`src/rtl/dma_pt_xlate_pkg.sv`:
```
package dma_pt_xlate_pkg;
  typedef enum logic [1:0] {
    XS_IDLE  = 2'd0,
    XS_FETCH = 2'd1,
    XS_WAIT  = 2'd2,
    XS_RESP  = 2'd3
  } xlate_state_t;

  localparam logic [1:0] SEL_BASE  = 2'd0;
  localparam logic [1:0] SEL_SIZE  = 2'd1;
  localparam logic [1:0] SEL_INVAL = 2'd2;
endpackage

```
`src/rtl/dma_pt_cfg_regs.sv`:
```
module dma_pt_cfg_regs #(
  parameter int ADDR_W = 32
) (
  input  logic              clk,
  input  logic              rst_n,
  input  logic              cfg_we,
  input  logic [1:0]        cfg_sel,
  input  logic [ADDR_W-1:0] cfg_wdata,
  output logic [ADDR_W-1:0] cfg_rdata,
  output logic [ADDR_W-1:0] tbl_base,
  output logic [ADDR_W-1:0] tbl_size
);
  import dma_pt_xlate_pkg::*;

  always_ff @(posedge clk) begin
    if (!rst_n) begin
      tbl_base <= '0;
      tbl_size <= '0;
    end else if (cfg_we) begin
      // Select code 2 (invalidate) and code 3 fall through with no effect.
      if (cfg_sel == SEL_BASE) tbl_base <= cfg_wdata;
      if (cfg_sel == SEL_SIZE) tbl_size <= cfg_wdata;
    end
  end

  always_comb begin
    case (cfg_sel)
      SEL_BASE: cfg_rdata = tbl_base;
      SEL_SIZE: cfg_rdata = tbl_size;
      default:  cfg_rdata = '0;
    endcase
  end
endmodule

```
`src/rtl/dma_pt_entry_calc.sv`:
```
module dma_pt_entry_calc #(
  parameter int ADDR_W    = 32,
  parameter int PAGE_BITS = 12,
  parameter int ENT_LOG2  = 3
) (
  input  logic [ADDR_W-1:0] in_addr,
  input  logic [ADDR_W-1:0] tbl_base,
  input  logic [ADDR_W-1:0] tbl_size,
  output logic              in_bounds,
  output logic [ADDR_W-1:0] entry_addr
);
  localparam int IDX_W = ADDR_W - PAGE_BITS;

  logic [IDX_W-1:0]  page_idx;
  logic [ADDR_W-1:0] idx_ext;
  logic [ADDR_W-1:0] entry_cnt;
  logic [ADDR_W-1:0] base_clr;

  assign page_idx  = in_addr[ADDR_W-1:PAGE_BITS];
  assign idx_ext   = {{PAGE_BITS{1'b0}}, page_idx};
  assign entry_cnt = tbl_size >> ENT_LOG2;
  assign in_bounds = idx_ext < entry_cnt;
  assign base_clr  = {1'b0, tbl_base[ADDR_W-2:0]};
  assign entry_addr = base_clr + (idx_ext << ENT_LOG2);
endmodule

```
`src/rtl/dma_pt_xlate.sv`:
```
module dma_pt_xlate #(
  parameter int ADDR_W    = 32,
  parameter int PAGE_BITS = 12,
  parameter int ENT_LOG2  = 3
) (
  input  logic              clk,
  input  logic              rst_n,
  input  logic              req_valid,
  output logic              req_ready,
  input  logic [ADDR_W-1:0] req_addr,
  output logic              rsp_valid,
  input  logic              rsp_ready,
  output logic [ADDR_W-1:0] rsp_addr,
  output logic              rsp_perm,
  input  logic              cfg_we,
  input  logic [1:0]        cfg_sel,
  input  logic [ADDR_W-1:0] cfg_wdata,
  output logic [ADDR_W-1:0] cfg_rdata,
  output logic              mem_req_valid,
  input  logic              mem_req_ready,
  output logic [ADDR_W-1:0] mem_req_addr,
  input  logic              mem_rsp_valid,
  input  logic [ADDR_W-1:0] mem_rsp_data,
  input  logic              mem_rsp_err
);
  import dma_pt_xlate_pkg::*;

  xlate_state_t         state;
  logic [ADDR_W-1:0]    tbl_base, tbl_size;
  logic                 calc_inb;
  logic [ADDR_W-1:0]    calc_entry;
  logic [PAGE_BITS-1:0] page_off;
  logic [ADDR_W-1:0]    entry_q;

  dma_pt_cfg_regs #(.ADDR_W(ADDR_W)) u_regs (
    .clk(clk), .rst_n(rst_n), .cfg_we(cfg_we), .cfg_sel(cfg_sel),
    .cfg_wdata(cfg_wdata), .cfg_rdata(cfg_rdata),
    .tbl_base(tbl_base), .tbl_size(tbl_size)
  );

  dma_pt_entry_calc #(.ADDR_W(ADDR_W), .PAGE_BITS(PAGE_BITS), .ENT_LOG2(ENT_LOG2)) u_calc (
    .in_addr(req_addr), .tbl_base(tbl_base), .tbl_size(tbl_size),
    .in_bounds(calc_inb), .entry_addr(calc_entry)
  );

  always_ff @(posedge clk) begin
    if (!rst_n) begin
      state    <= XS_IDLE;
      page_off <= '0;
      entry_q  <= '0;
      rsp_addr <= '0;
      rsp_perm <= 1'b0;
    end else begin
      case (state)
        XS_IDLE: if (req_valid) begin
          page_off <= req_addr[PAGE_BITS-1:0];
          entry_q  <= calc_entry;
          if (calc_inb) begin
            state <= XS_FETCH;
          end else begin
            rsp_addr <= '0;
            rsp_perm <= 1'b0;
            state    <= XS_RESP;
          end
        end
        XS_FETCH: if (mem_req_ready) state <= XS_WAIT;
        XS_WAIT: if (mem_rsp_valid) begin
          if (mem_rsp_err) begin
            rsp_addr <= '0;
            rsp_perm <= 1'b0;
          end else begin
            rsp_addr <= {mem_rsp_data[ADDR_W-1:PAGE_BITS], page_off};
            rsp_perm <= 1'b1;
          end
          state <= XS_RESP;
        end
        XS_RESP: if (rsp_ready) state <= XS_IDLE;
        default: state <= XS_IDLE;
      endcase
    end
  end

  assign req_ready     = (state == XS_IDLE);
  assign mem_req_valid = (state == XS_FETCH);
  assign mem_req_addr  = entry_q;
  assign rsp_valid     = (state == XS_RESP);
endmodule

```
`config.mk`:
```
export PLATFORM = sky130hd
export DESIGN_NAME = dma_pt_xlate
export DESIGN_NICKNAME = d
export VERILOG_FILES = /design/src/rtl/dma_pt_xlate_pkg.sv /design/src/rtl/dma_pt_cfg_regs.sv /design/src/rtl/dma_pt_entry_calc.sv /design/src/rtl/dma_pt_xlate.sv
export SDC_FILE = /design/constraint.sdc
export NUM_CORES = 1
export LEC_CHECK = 0
export BUFFER_PORTS_ARGS = -buffer_cell sky130_fd_sc_hd__buf_2
export CAP_MARGIN = 40
export CORE_UTILIZATION = 36
export CTS_CLUSTER_DIAMETER = 80
export DETAILED_ROUTE_END_ITERATION = 8
export GPL_ROUTABILITY_DRIVEN = 0
export SLEW_MARGIN = 20
export SYNTH_ARGS = -nofsm -noshare
export SYNTH_HDL_FRONTEND = slang
export SYNTH_SLANG_ARGS = --single-unit
```
`constraint.sdc`:
```
create_clock -name clk -period 2.7 [get_ports clk]
set_input_delay 0.27 -clock clk [delete_from_list [all_inputs] [get_ports clk]]
set_output_delay 0.27 -clock clk [all_outputs]
set_load 0.05 [all_outputs]
```
==> results.md <==
- Clock Path Buffers: 2
- Final instance area: 9483 sq um
- CTS tree: built
- # placed instances: 1406
- Fmax: 0.4162 GHz
- Initial antenna violation count: 3
- Boundary Pins: 206
- Post-synthesis instance total: 984
- Drt first pass iters: 5
- Initial DRC Count: 376
- Dpl hpwl: 17.12 mm
- Mean Syn Cell Area: 7.739 sq um
- # hold bufs at CTS: 0
- Post-synth top cells: nand2_1 (263), dfxtp_1 (143), a21oi_1 (130)
- Layout cells sized above 1: 0.2237
- Count leader, synth: nand2_1
- Layout area overhead: 24.53%
- H-tree levels: 4
- Fin util: 0.4627
- Post-synth EDFFs: 0
- Gr usage total: 0.2123
- Ys flop type: dfxtp_1
- WL final: 22.72 mm
- Yosys reg bits: 143
- Clock transition at path regs: 0.06 ns
- Hold path cells: 3
- Maximum vdd drop: 0.0004121 V
- First-pass GRT wire length: 36.09 mm
- Reg-to-reg endpoint: mem_req_addr[22]
- Critical path class: reg -> reg
- Tmin final: 2.403 ns
- Yosys warnings: 0
- Final setup violation count: 0
- Pwr/cell area: 717.9 nW/um^2
- Die Span Y: 147.4 microns
- Setup Skew: 0.009842 ns
- Post-synth top area cell: dfxtp_1
- DIE AREA: 21740 sq um
- CP Max Fanout: 6
- Starting Density: 0.3716
- Relative slew slack: 0.6085
- Core Area: 20490 sq um
- R2R depth: 7
- Dpl cell area: 8862 sq um
- DRC: 0
- Max-slew violations: 0
- Hold path start: req_addr[7]
- Mapped Nets: 1134
- Vias/cell: 5.117
- # nets final: 1305
- Hold Fails Final Rpt: 0
- Cell area after synthesis: 7615 sq um
- Worst-skew pair later-pin latency: 0.42 ns
- WL/cell: 15.79 microns
- Hold EP: page_off[7]
- DR vias: 7363
- Site Rows: 52
- Crit path launch type: flop
- Post-CTS Setup Bufs: 0
- Worst min path class: in -> reg
- GR Overflow Total: 0
- Worst r2r src: u_regs.tbl_base[11]
- Critical path origin: u_regs.tbl_base[11]
- Tcrit/Tclk final: 0.8900
- Clock Sink Count: 143
- RSZ-0062 raised after global routing: false
- Seq/Total Area, Yosys: 0.3759
- Root buffer cell: clkbuf_16
- CP Capture Type: flop
- Final ANT Viol Nets: 0
- Synth cell types: 61
- Total of max-cap violations: 0
- Vias in the first global route: 6775
- Status: finished clean
- Cells resized by post-CTS repair: 0
- # fillers: 2124
- Setup TNS Final: 0 ns
- Fin cells: 1439
- Ys async rst share: 0
- Worst Tran Pin Value: 0.5852 ns
- Hold Slack: 0.08521 ns
- Req. time, crit path: 3.05 ns
- CTS buffer count: 17
- Flop2flop setup slack: 0.30 ns
- Leak: 0.004195 uW
- Largest net degree at the start of global routing: 63
- Yosys top cell area share: 0.3759
- Buffers on Ports: 193
- Synth top area cells: dfxtp_1 (38%), nand2_1 (13%), a21oi_1 (8.5%), mux2i_1 (8.5%), ha_1 (7.1%)
- CP arrival: 2.75 ns
- Die X: 147.4 microns
==> metrics by stage <==
| stage | setup slack, ns | total power (uW) |
|---|---|---|
| after floorplan | 0.4483 | 3903 |
| after global placement | 0.2566 | 4376 |
| after detailed placement | 0.2687 | 4388 |
| after CTS | 0.3322 | 6874 |
| after global routing | 0.1635 | 7133 |
| final | 0.2970 | 6808 |
==> logic make-up (layout without fill, tap and decap cells) <==
family / after synthesis / after routing / share of synthesized area
muxes: 65 / 65 / 0.08544
buffers and inverters: 100 / 283 / 0.05570
other: 0 / 2 / 0
DFF: 143 / 143 / 0.3759
xor gates and xnor gates: 13 / 13 / 0.01495
AOI/OAI and AO/OA: 219 / 219 / 0.1694
and+or+nand+nor: 400 / 400 / 0.2253
adders and majority gates: 44 / 44 / 0.07328
==> layout make-up <==
type	instances	area, sq um	share of cell area
clock inverter	14	190.2	0.02006
multi-input combinational	741	4342	0.4578
antenna	2	5.005	0.0005278
tap	270	337.8	0.03562
inverter	37	138.9	0.01465
clock buffer	17	425.4	0.04486
timing repair buffer	215	1181	0.1246
sequential	143	2863	0.3019
==> power by group <==
part / leakage (uW) / switching [uW] / internal, uW
combinational: 0.00273 / 1340 / 604
clock: 0.000299 / 932 / 1540
sequential: 0.00116 / 105 / 2290
==> cells in the final DEF (no fill, tap or decap), types with 10 or more instances in the layout <==
| master | instances |
|---|---|
| nand2_1 | 262 |
| buf_2 | 193 |
| dfxtp_1 | 143 |
| a21oi_1 | 130 |
| mux2i_1 | 65 |
| nor2_1 | 49 |
| ha_1 | 43 |
| inv_1 | 36 |
| o21ai_0 | 32 |
| nand3_1 | 26 |
| buf_4 | 18 |
| clkbuf_16 | 17 |
| nor3_1 | 12 |
| nand4_1 | 11 |
| xnor2_1 | 10 |
==> state kept, by name, indices dropped and copies added, names as in the netlist <==
register,cells
u_regs.tbl_size,32
page_off,12
mem_req_addr,32
state,2
u_regs.tbl_base,32
rsp_addr,32
rsp_perm,1
==> worst max-delay path: stages, from the launching register on <==
cell,delay (ns)
dfxtp_1,0.33
ha_1,0.39
a21oi_1,0.15
o21ai_0,0.22
and3_1,0.29
or3_1,0.46
a2111o_1,0.40
o211ai_1,0.09
==> routing by layer <==
layer | track usage | vias to the layer above | wire (microns)
met4 | 0.05928 | 0 | 304
met1 | 0.2873 | 3345 | 10610
met3 | 0.05216 | 21 | 1640
met5 | 0 | - | 0
li1 | - | 3731 | -
met2 | 0.3347 | 266 | 10160
==> how the worst max path moves through the flow <==
stage | slack [ns] | cells past startpoint | to
3_5_place_dp | 0.27 | 9 | mem_req_addr[21]
3_3_place_gp | 0.26 | 8 | mem_req_addr[22]
2_1_floorplan | 0.45 | 9 | rsp_addr[0]
4_1_cts | 0.33 | 7 | mem_req_addr[22]
5_1_grt | 0.16 | 7 | mem_req_addr[22]
6_report | 0.30 | 7 | mem_req_addr[22]
Power figures use the tool's default switching activity.
